===== config.mk =====
export PLATFORM = sky130hd
export DESIGN_NAME = dma_sched_top
export DESIGN_NICKNAME = d
export VERILOG_FILES = /design/src/rtl/dma_sched_pkg.sv /design/src/rtl/dma_trig_sel.sv /design/src/rtl/dma_rr_arb.sv /design/src/rtl/dma_chan_ctx.sv /design/src/rtl/dma_sched_top.sv
export SDC_FILE = /design/constraint.sdc
export NUM_CORES = 1
export LEC_CHECK = 0
export BUFFER_PORTS_ARGS = -buffer_cell sky130_fd_sc_hd__buf_4
export CAP_MARGIN = 20
export CORE_AREA = 2 2 223 225
export CTS_BUF_LIST = sky130_fd_sc_hd__clkbuf_4 sky130_fd_sc_hd__clkbuf_8 sky130_fd_sc_hd__clkbuf_16
export CTS_CLUSTER_DIAMETER = 100
export CTS_CLUSTER_SIZE = 25
export DETAILED_ROUTE_END_ITERATION = 7
export DIE_AREA = 0 0 225 227
export MAX_ROUTING_LAYER = met4
export PLACE_DENSITY = 0.73
export SETUP_SLACK_MARGIN = 0.2
export SYNTH_ARGS = -nofsm -noshare
export SYNTH_HDL_FRONTEND = slang
export SYNTH_SLANG_ARGS = --single-unit

===== constraint.sdc =====
create_clock -name clk -period 5.17 [get_ports clk]
set_input_delay 0.7755 -clock clk [delete_from_list [all_inputs] [get_ports clk]]
set_output_delay 0.7755 -clock clk [all_outputs]
set_load 0.02 [all_outputs]

===== src/rtl/dma_sched_pkg.sv =====
package dma_sched_pkg;

    // Word mover phases: wait for a grant, read the source, write the destination.
    typedef enum logic [1:0] {
        ENG_IDLE  = 2'd0,
        ENG_READ  = 2'd1,
        ENG_WRITE = 2'd2
    } eng_state_e;

endpackage


===== src/rtl/dma_trig_sel.sv =====
// Picks one hardware trigger line for a channel, merges the software trigger
// and gates the result with the channel enable.
module dma_trig_sel #(
    parameter int NSRC = 8,
    parameter int SW   = 3
) (
    input  logic [NSRC-1:0] hw_trig,
    input  logic            sw_trig,
    input  logic            chan_en,
    input  logic [SW-1:0]   src_sel,
    output logic            fire
);

    logic hit;

    always_comb begin
        hit = 1'b0;
        for (int k = 0; k < NSRC; k++) begin
            if (src_sel == SW'(k)) begin
                hit = hw_trig[k];
            end
        end
    end

    assign fire = chan_en & (sw_trig | hit);

endmodule


===== src/rtl/dma_rr_arb.sv =====
// Round-robin choice among pending channels, with an optional override that
// lets channel 0 win whenever it is pending.
module dma_rr_arb #(
    parameter int N  = 6,
    parameter int IW = 3
) (
    input  logic [N-1:0]  req,
    input  logic          prio0,
    input  logic [IW-1:0] last,
    output logic          valid,
    output logic [IW-1:0] idx
);

    int   cand;
    logic found;

    always_comb begin
        found = 1'b0;
        idx   = last;
        cand  = 0;
        if (prio0 && req[0]) begin
            found = 1'b1;
            idx   = '0;
        end
        for (int off = 1; off <= N; off++) begin
            cand = (int'(last) + off) % N;
            if (!found && req[cand]) begin
                found = 1'b1;
                idx   = IW'(cand);
            end
        end
        valid = found;
    end

endmodule


===== src/rtl/dma_chan_ctx.sv =====
// Per-channel context: pending flag, transfer-in-progress flag, remaining
// bursts, live source/destination addresses, interrupt pulse, overflow flag.
module dma_chan_ctx #(
    parameter int AW = 16,
    parameter int TW = 8
) (
    input  logic          clk,
    input  logic          rst_n,
    input  logic          fire,
    input  logic          start,
    input  logic          word_done,
    input  logic          burst_end,
    input  logic [AW-1:0] base_src,
    input  logic [AW-1:0] base_dst,
    input  logic [AW-1:0] src_step,
    input  logic [AW-1:0] dst_step,
    input  logic [TW-1:0] count_cfg,
    input  logic          irq_at_end,
    output logic          pend,
    output logic [AW-1:0] cur_src,
    output logic [AW-1:0] cur_dst,
    output logic          irq,
    output logic          ovf
);

    typedef struct packed {
        logic          pend;
        logic          run;
        logic          ovf;
        logic          irq;
        logic [TW-1:0] left;
        logic [AW-1:0] src;
        logic [AW-1:0] dst;
    } ctx_t;

    ctx_t ctx_q, ctx_d;

    always_comb begin
        ctx_d     = ctx_q;
        ctx_d.irq = 1'b0;

        if (start) begin
            ctx_d.pend = 1'b0;
            if (!ctx_q.run) begin
                ctx_d.run  = 1'b1;
                ctx_d.left = count_cfg;
                ctx_d.src  = base_src;
                ctx_d.dst  = base_dst;
                ctx_d.irq  = !irq_at_end;
            end
        end

        if (word_done) begin
            ctx_d.src = ctx_q.src + src_step;
            ctx_d.dst = ctx_q.dst + dst_step;
        end

        if (burst_end) begin
            if (ctx_q.left == '0) begin
                ctx_d.run = 1'b0;
                ctx_d.irq = irq_at_end;
            end else begin
                ctx_d.left = ctx_q.left - 1'b1;
            end
        end

        if (fire) begin
            if (ctx_q.pend && !start) begin
                ctx_d.ovf = 1'b1;
            end
            ctx_d.pend = 1'b1;
        end
    end

    always_ff @(posedge clk) begin
        if (!rst_n) begin
            ctx_q <= '0;
        end else begin
            ctx_q <= ctx_d;
        end
    end

    assign pend    = ctx_q.pend;
    assign cur_src = ctx_q.src;
    assign cur_dst = ctx_q.dst;
    assign irq     = ctx_q.irq;
    assign ovf     = ctx_q.ovf;

endmodule


===== src/rtl/dma_sched_top.sv =====
module dma_sched_top
    import dma_sched_pkg::*;
#(
    parameter int NCH  = 6,
    parameter int NSRC = 8,
    parameter int AW   = 16,
    parameter int DW   = 16,
    parameter int BW   = 4,
    parameter int TW   = 8,
    parameter int SW   = (NSRC > 1) ? $clog2(NSRC) : 1
) (
    input  logic              clk,
    input  logic              rst_n,
    input  logic [NSRC-1:0]   trig_in,
    input  logic [NCH-1:0]    sw_trig,
    input  logic [NCH-1:0]    cfg_en,
    input  logic [NCH*SW-1:0] cfg_src,
    input  logic [NCH*BW-1:0] cfg_burst,
    input  logic [NCH*TW-1:0] cfg_count,
    input  logic [NCH*AW-1:0] cfg_src_addr,
    input  logic [NCH*AW-1:0] cfg_dst_addr,
    input  logic [NCH*AW-1:0] cfg_src_step,
    input  logic [NCH*AW-1:0] cfg_dst_step,
    input  logic [NCH-1:0]    cfg_irq_end,
    input  logic              cfg_ch0_hipri,
    output logic              mem_req,
    output logic              mem_we,
    output logic [AW-1:0]     mem_addr,
    output logic [DW-1:0]     mem_wdata,
    input  logic              mem_ack,
    input  logic [DW-1:0]     mem_rdata,
    output logic [NCH-1:0]    irq,
    output logic [NCH-1:0]    ovf
);

    localparam int CW = (NCH > 1) ? $clog2(NCH) : 1;

    typedef struct packed {
        eng_state_e    st;
        logic [CW-1:0] sel;
        logic [CW-1:0] last;
        logic [BW-1:0] words;
        logic [DW-1:0] data;
    } eng_t;

    eng_t eng_q, eng_d;

    logic [NCH-1:0] fire;
    logic [NCH-1:0] pend_vec;
    logic [NCH-1:0] start;
    logic [NCH-1:0] word_done;
    logic [NCH-1:0] burst_end;
    logic [AW-1:0]  cur_src   [NCH];
    logic [AW-1:0]  cur_dst   [NCH];
    logic [BW-1:0]  burst_len [NCH];

    logic           arb_valid;
    logic [CW-1:0]  arb_idx;
    logic           eng_grant;

    // Per-channel trigger selection and context.
    for (genvar c = 0; c < NCH; c++) begin : g_chan
        assign burst_len[c] = cfg_burst[c*BW +: BW];
        assign start[c]     = eng_grant && (arb_idx == CW'(c));
        assign word_done[c] = (eng_q.st == ENG_WRITE) && mem_ack && (eng_q.sel == CW'(c));
        assign burst_end[c] = word_done[c] && (eng_q.words == '0);

        dma_trig_sel #(
            .NSRC (NSRC),
            .SW   (SW)
        ) u_trig (
            .hw_trig (trig_in),
            .sw_trig (sw_trig[c]),
            .chan_en (cfg_en[c]),
            .src_sel (cfg_src[c*SW +: SW]),
            .fire    (fire[c])
        );

        dma_chan_ctx #(
            .AW (AW),
            .TW (TW)
        ) u_ctx (
            .clk        (clk),
            .rst_n      (rst_n),
            .fire       (fire[c]),
            .start      (start[c]),
            .word_done  (word_done[c]),
            .burst_end  (burst_end[c]),
            .base_src   (cfg_src_addr[c*AW +: AW]),
            .base_dst   (cfg_dst_addr[c*AW +: AW]),
            .src_step   (cfg_src_step[c*AW +: AW]),
            .dst_step   (cfg_dst_step[c*AW +: AW]),
            .count_cfg  (cfg_count[c*TW +: TW]),
            .irq_at_end (cfg_irq_end[c]),
            .pend       (pend_vec[c]),
            .cur_src    (cur_src[c]),
            .cur_dst    (cur_dst[c]),
            .irq        (irq[c]),
            .ovf        (ovf[c])
        );
    end

    dma_rr_arb #(
        .N  (NCH),
        .IW (CW)
    ) u_arb (
        .req   (pend_vec),
        .prio0 (cfg_ch0_hipri),
        .last  (eng_q.last),
        .valid (arb_valid),
        .idx   (arb_idx)
    );

    // Word mover: one grant per burst, then read/write pairs until the burst ends.
    always_comb begin
        eng_d     = eng_q;
        eng_grant = 1'b0;
        case (eng_q.st)
            ENG_IDLE: begin
                if (arb_valid) begin
                    eng_grant   = 1'b1;
                    eng_d.st    = ENG_READ;
                    eng_d.sel   = arb_idx;
                    eng_d.last  = arb_idx;
                    eng_d.words = burst_len[arb_idx];
                end
            end
            ENG_READ: begin
                if (mem_ack) begin
                    eng_d.data = mem_rdata;
                    eng_d.st   = ENG_WRITE;
                end
            end
            ENG_WRITE: begin
                if (mem_ack) begin
                    if (eng_q.words == '0) begin
                        eng_d.st = ENG_IDLE;
                    end else begin
                        eng_d.words = eng_q.words - 1'b1;
                        eng_d.st    = ENG_READ;
                    end
                end
            end
            default: eng_d.st = ENG_IDLE;
        endcase
    end

    always_ff @(posedge clk) begin
        if (!rst_n) begin
            eng_q      <= '0;
            eng_q.st   <= ENG_IDLE;
            eng_q.last <= CW'(NCH - 1);
        end else begin
            eng_q <= eng_d;
        end
    end

    assign mem_req   = (eng_q.st != ENG_IDLE);
    assign mem_we    = (eng_q.st == ENG_WRITE);
    assign mem_addr  = (eng_q.st == ENG_WRITE) ? cur_dst[eng_q.sel] : cur_src[eng_q.sel];
    assign mem_wdata = eng_q.data;

endmodule


Yosys cells after proc, flatten, opt, wreduce, memory -nomap -nowiden
Cells that the tools add are included.

word-level totals
  bits in registers = 292
  bits of input ports = 520
  word-level logic and storage cells = 420

cells by class
  add/sub/neg operators = 25
  div/mod/pow operators = 6
  magnitude comparators = 8
  equality and inequality tests = 64
  mux-type cells = 160
  bitwise operators = 14
  reductions and logical operators = 96

operators with widths
  cell                     count
  $mux W41                 12
  $add A16 B16 Y16         12
  $lt A32 B5 Y1 const B    6
  $mod A32 B4 Y32 const B  6
  $mux W32                 6
  $bmux W16 S3             2
  $mux W1                  94
  $eq A3 B3 Y1 const B     28
  $mux W16                 5
  $mux W9                  6
  $eq A3 B2 Y1 const B     16
  $logic_not A8 Y1         6
  $mux W8                  6
  $sub A8 B1 Y8 const B    6
  $logic_and A1 B1 Y1      32
  $reduce_and A2 Y1        14
  $reduce_bool A2 Y1       14
  $eq A3 B1 Y1 const B     8
  $logic_not A3 Y1         8
  $mux W3                  7
  $bmux W1 S3              6
  $logic_not A1 Y1         18
  $mux W2                  8
  $mux W4                  4
  20 further kinds         43

Longest topological paths before layout
  depth after elaboration = 28
  mapped depth = 21
  depth with buffers taken out = 15

Cells and area by module
Synthesis repeated with hierarchy kept, for this count alone.

second synthesis, totals
  cells, all modules = 3560
  area, all modules = 27649.0 um^2

by module, submodules not included
  module                              instances  cells each  area an instance (um^2)  seq. area each (um^2)
  dma_chan_ctx (g_chan[0].u_ctx ...)  5          508         3878.7                   880.8
  dma_chan_ctx (g_chan[5].u_ctx)      1          503         3782.4                   880.8
  dma_sched_top                       1          329         2941.6                   540.5
  dma_rr_arb                          1          140         1088.5                   0.0
  dma_trig_sel                        6          8           73.8                     0.0

Worst setup path after synthesis
No wires, ideal clock.

  path type = register -> register
  start = register eng_q[24] (netlist bit)
  end = register g_chan[4].u_ctx.ctx_q (netlist bit g_chan[4].u_ctx.cur_src[10])
  library setup time = 0.128 ns
  arrival = 4.569 ns
  data required time = 5.042 ns
  path slack = 0.473 ns
  cell stages (with the launch flop) = 19
  cell sequence = dfxtp_1 inv_1 ha_1 a21oi_1 inv_1 ha_1 nor2b_1 a211oi_1 a2111oi_1 nor4_2 or4b_1 buf_2 nor2_1 o31ai_4 buf_4 o41a_1 buf_4 a221oi_2 nor2_1

between the ends
  word-level cells in the longest chain between the ends = 4
  elaborated cells on any way between the ends = 6
  those cells by class = eq/ne (2); mux (1); reduce/logical (3)

RTL lines
  what                                                                 RTL line              text
  from (decl)                                                          dma_sched_top.sv:46   eng_t eng_q, eng_d;
  from (signal assigned)                                               dma_sched_top.sv:154  eng_q <= eng_d;
  $eq A3 B3 Y1 (*)                                                     dma_sched_top.sv:65   assign word_done[c] = (eng_q.st == ENG_WRITE) && mem_ack && (eng_q.sel == CW'(c));
  $logic_and A1 B1 Y1 (*)                                              dma_sched_top.sv:65
  $ne A2 B1 Y1 (no line) / $reduce_bool A2 Y1 (equally long branches)  n/a
  $reduce_and A2 Y1 (no line)                                          n/a
  to (signal assigned)                                                 dma_chan_ctx.sv:79    ctx_q <= ctx_d;
  to (decl)                                                            dma_chan_ctx.sv:36    ctx_t ctx_q, ctx_d;

Every way passes the cells marked *; elsewhere a longest branch is shown, timed or not.
A chain may end at the register's enable or synchronous reset.

Final worst setup path
  start = register eng_q[24] (netlist bit)
  end = register g_chan[2].u_ctx.ctx_q[32] (netlist bit)

between the ends
  word-level cells in the longest chain between the ends = 4

RTL lines
  what                  RTL line             text
  $eq A3 B2 Y1          dma_sched_top.sv:65
  $logic_and A1 B1 Y1   dma_sched_top.sv:65
  $logic_and A1 B1 Y1   dma_sched_top.sv:66  assign burst_end[c] = word_done[c] && (eng_q.words == '0);
  $mux W9               dma_chan_ctx.sv:58   if (burst_end) begin
  to (signal assigned)  dma_chan_ctx.sv:79
  to (decl)             dma_chan_ctx.sv:36

Every way passes these cells.

==> results by group <==
STA
  – Tightest Pin Transition: ~1100 ps
  – Slew Limit Fails: 0
  – Fin. Hold Viols: 0
  – Slew headroom: 0.262
  – RSZ-0062 raised after global routing: false
  – Fin crit period: about 4800 ps
  – Worst Slack Setup Final: 412 ps
  – Fin Hold WS: about 440 ps
  – Final period utilization: 0.920
  – Peak Freq: ~210 MHz
  – Final Skew: roughly 30 ps
  – Final setup viols: 0
  – Final setup TNS: 0 ps

Critical path
  – Slowest stage delay, CP: approximately 620 ps
  – WP data arrival: approximately 5200 ps
  – Setup Crit Path Kind: reg2reg
  – CP Max Fanout: 39
  – Worst setup EP type: flop
  – Crit path required time: between 5000 and 6000 ps
  – Worst Setup Start Kind: flop
  – Crit-path cells: inv_1 -> ha_1 -> a21oi_1 -> inv_1 -> ha_1 -> nor2b_1 -> a211oi_2 -> a2111oi_2 -> nor4_2 -> or4b_4 -> o21ai_1 -> buf_4 -> nor4_1 -> buf_4 -> and3_1 -> buf_12 -> a211oi_1 -> a211oi_1
  – Slowest CP cell: nor4_1

Detailed routing
  – Avg WL per Cell: approximately 25 um
  – DRC: 0
  – Routed vias/inst: approximately 6.4
  – DRT Wirelength: 100,000 um
  – Via Count: 25,536
  – Routed Antenna Nets: 0
  – DRT Pass-1 Iters: 8
  – Initial DRC Count: roughly 2,500

Placement
  – Area of placed instances: around 28,000 um2
  – Gpl congestion: about 1
  – Placement-stage worst setup slack: 212 ps
  – Placed Instances: approximately 4,000
  – Port-buffer cells: 565
  – Hpwl dp: ~79,000 um

Clocking
  – Clock transition at path regs: roughly 110 ps
  – Clock sink total: ~290
  – Clock root cell: clkbuf_16
  – Latest clock arrival within the worst-skew pair: about 560 ps
  – TritonCTS Buffers: 18
  – H-tree depth: 1
  – Post-CTS Hold Fix Bufs: 0
  – Clock tree buffer depth: 3
  – CTS tree: yes

Die
  – I/O pin total: approximately 570
  – Starting Density: 0.483
  – # rows: 81
  – Die area: 51,100 um2
  – Die H: between 200 and 250 um
  – Die X: between 200 and 250 um
  – Core Region: slightly below 50,000 um2

Run status
  – Status: finished, final reports clean

Synth
  – Sequential area share after synthesis: 0.248
  – Syn Area/Cell: ~8.1 um2
  – Netlist cell types: 84
  – Mapped Cells: 2,901
  – Yosys reg bits: ~290
  – Syn Std Cell Area: between 20,000 and 25,000 um2
  – Post-synth EDFFs: 0
  – Async SR Flop Fraction: 0
  – Syn Nets: around 3,600
  – Synth warn: 0
  – Ys flop type: dfxtp_1

Layout
  – Layout Cell Area excl Fill: about 29,000 um2
  – Final net count: between 4,000 and 5,000
  – Seq. cell area: 5830 um2
  – Fin cells: about 4,000
  – Layout cells sized above 1: 0.234
  – Most common cell after layout, fill and taps aside: buf_4
  – Commonest non-fill, non-tap cells in the layout: 614 x buf_4, 288 x dfxtp_1, 272 x a21oi_1, 250 x nand2_1, 218 x nor2_1
  – Area occupied by multi-input gates: between 15,000 and 20,000 um2
  – Area growth syn-to-layout: 23.1%
  – Fill count: 4,365

Power
  – Pint: between 8 and 9 mW
  – Logic pwr share: 0.654
  – Clock share of power: 0.101
  – Total power density per cell area: ~600 nW/um2
  – Switching part of the total: 0.499
  – Max VDD drop: 0.305 mV
  – Sequential Power Share: 0.245
  – Switch Pwr: 8.60 mW
  – Static leakage: ~12 nW

Global route
  – Largest net degree at the start of global routing: between 100 and 150
  – First-pass GRT wire length: between 100,000 and 150,000 um
  – Initial antenna violation count: 21
  – GRT overflow: 0
  – Total global-route track usage: 0.386
  – Vias in the first global route: ~24,000

Hold path
  – Hold Crit Class: in2reg

Run
  – Max Cap Viol: 0
-- stage by stage --
stage                      util  total power [mW]
final                     0.595              17.2
after global routing      0.595              18.3
after CTS                 0.592              16.8
after detailed placement  0.579              15.0
after global placement    0.579              14.8
after floorplan               -              11.6
-- worst paths after layout --
kind	start	to	slack [ps]	depth (start not counted)
max	eng_q[24]	g_chan[2].u_ctx.ctx_q[32]	410	18
min	cfg_src_addr[31]	g_chan[1].u_ctx.cur_src[15]	440	3
max reg2reg	eng_q[24]	g_chan[2].u_ctx.ctx_q[32]	410	18
min reg2reg	g_chan[1].u_ctx.ovf	g_chan[1].u_ctx.ovf	460	2
-- synth_stat cells (15+ instances only) --
cell,count,area (um2)
dfxtp_1,291,5830
a21oi_1,272,1360
nand2_1,251,942
nor2_1,220,826
ha_1,198,2480
nand3_1,153,766
o21ai_0,137,686
clkbuf_1,100,375
xnor2_1,100,876
inv_1,97,364
a31oi_1,83,519
nor3_1,79,395
a22oi_1,58,435
a211oi_1,48,360
mux4_2,47,1060
xor2_1,45,394
mux2i_1,44,440
a221oi_1,41,359
buf_4,39,293
and3_1,37,231
nor2b_1,37,231
a21o_1,36,270
a221o_1,32,320
and2_1,31,194
nand2b_1,31,194
buf_2,27,135
o211ai_1,27,203
o21a_1,27,203
nand4_1,21,131
o22ai_1,21,131
or3_1,21,131
mux2_2,19,214
or2_2,15,93.8
-- cell type report --
type / instances / area share
multi-input cells: 2328 / 0.569
clock buffers: 21 / 0.0172
flip-flops and latches: 291 / 0.202
well taps: 622 / 0.0269
diodes: 20 / 0.00173
inverters: 98 / 0.0129
clock inverters: 9 / 0.00416
repair buffers: 625 / 0.166
-- per-layer routing --
metal / routed length [um] / part of all wire / vias up / track usage
li1: - / - / 11788 / -
met1: 39500 / 0.39 / 12187 / 0.467
met2: 46800 / 0.47 / 1338 / 0.633
met3: 9010 / 0.090 / 223 / 0.0769
met4: 4930 / 0.049 / 0 / 0.155
met5: 0 / 0 / - / -
-- cell families (layout without fill, tap and decap cells) --
| kind of cell | after synthesis | in the layout | synth area share |
|---|---|---|---|
| AOI/OAI and AO/OA | 920 | 920 | 0.261 |
| and+or+nand+nor | 942 | 942 | 0.192 |
| DFF | 291 | 291 | 0.248 |
| adders and majority gates | 210 | 210 | 0.116 |
| xor gates and xnor gates | 146 | 146 | 0.0548 |
| buffers and inverters | 282 | 753 | 0.0546 |
| other | 0 | 20 | 0 |
| muxes | 110 | 110 | 0.0730 |
-- repair_timing --
action	4_1_cts	5_1_grt
cloned	0	1
gates resized for setup	2	13
pin swaps	0	3
buffers inserted	0	5
setup endpoints to repair	5	237
-- worst max-delay path: cells and delay by family, from the launching register on --
kind	cells	cell delay (ps)
buffers and inverters	5	950
adders and majority gates	2	620
and+or+nand+nor	5	1400
AOI/OAI and AO/OA	6	1250
DFF	1	420
-- sequential cells by signal, indices dropped and copies added, names as in the netlist --
register              flops
g_chan.u_ctx.cur_src     96
g_chan.u_ctx.cur_dst     96
g_chan.u_ctx.ctx_q       54
g_chan.u_ctx.irq          6
mem_wdata                16
g_chan.u_ctx.ovf          6
eng_q                    11
g_chan.u_ctx.pend         6
-- power groups by stage --
| stage | sequential (mW) | combinational [mW] | clock (mW) |
|---|---|---|---|
| floorplan | 3.65 | 7.93 | 0 |
| global placement | 4.20 | 10.6 | 0 |
| detailed placement | 4.22 | 10.8 | 0 |
| CTS | 4.17 | 10.9 | 1.76 |
| global route | 4.27 | 12.2 | 1.83 |
| finish | 4.21 | 11.3 | 1.74 |
Note: power is estimated with default switching activity, not from simulation.
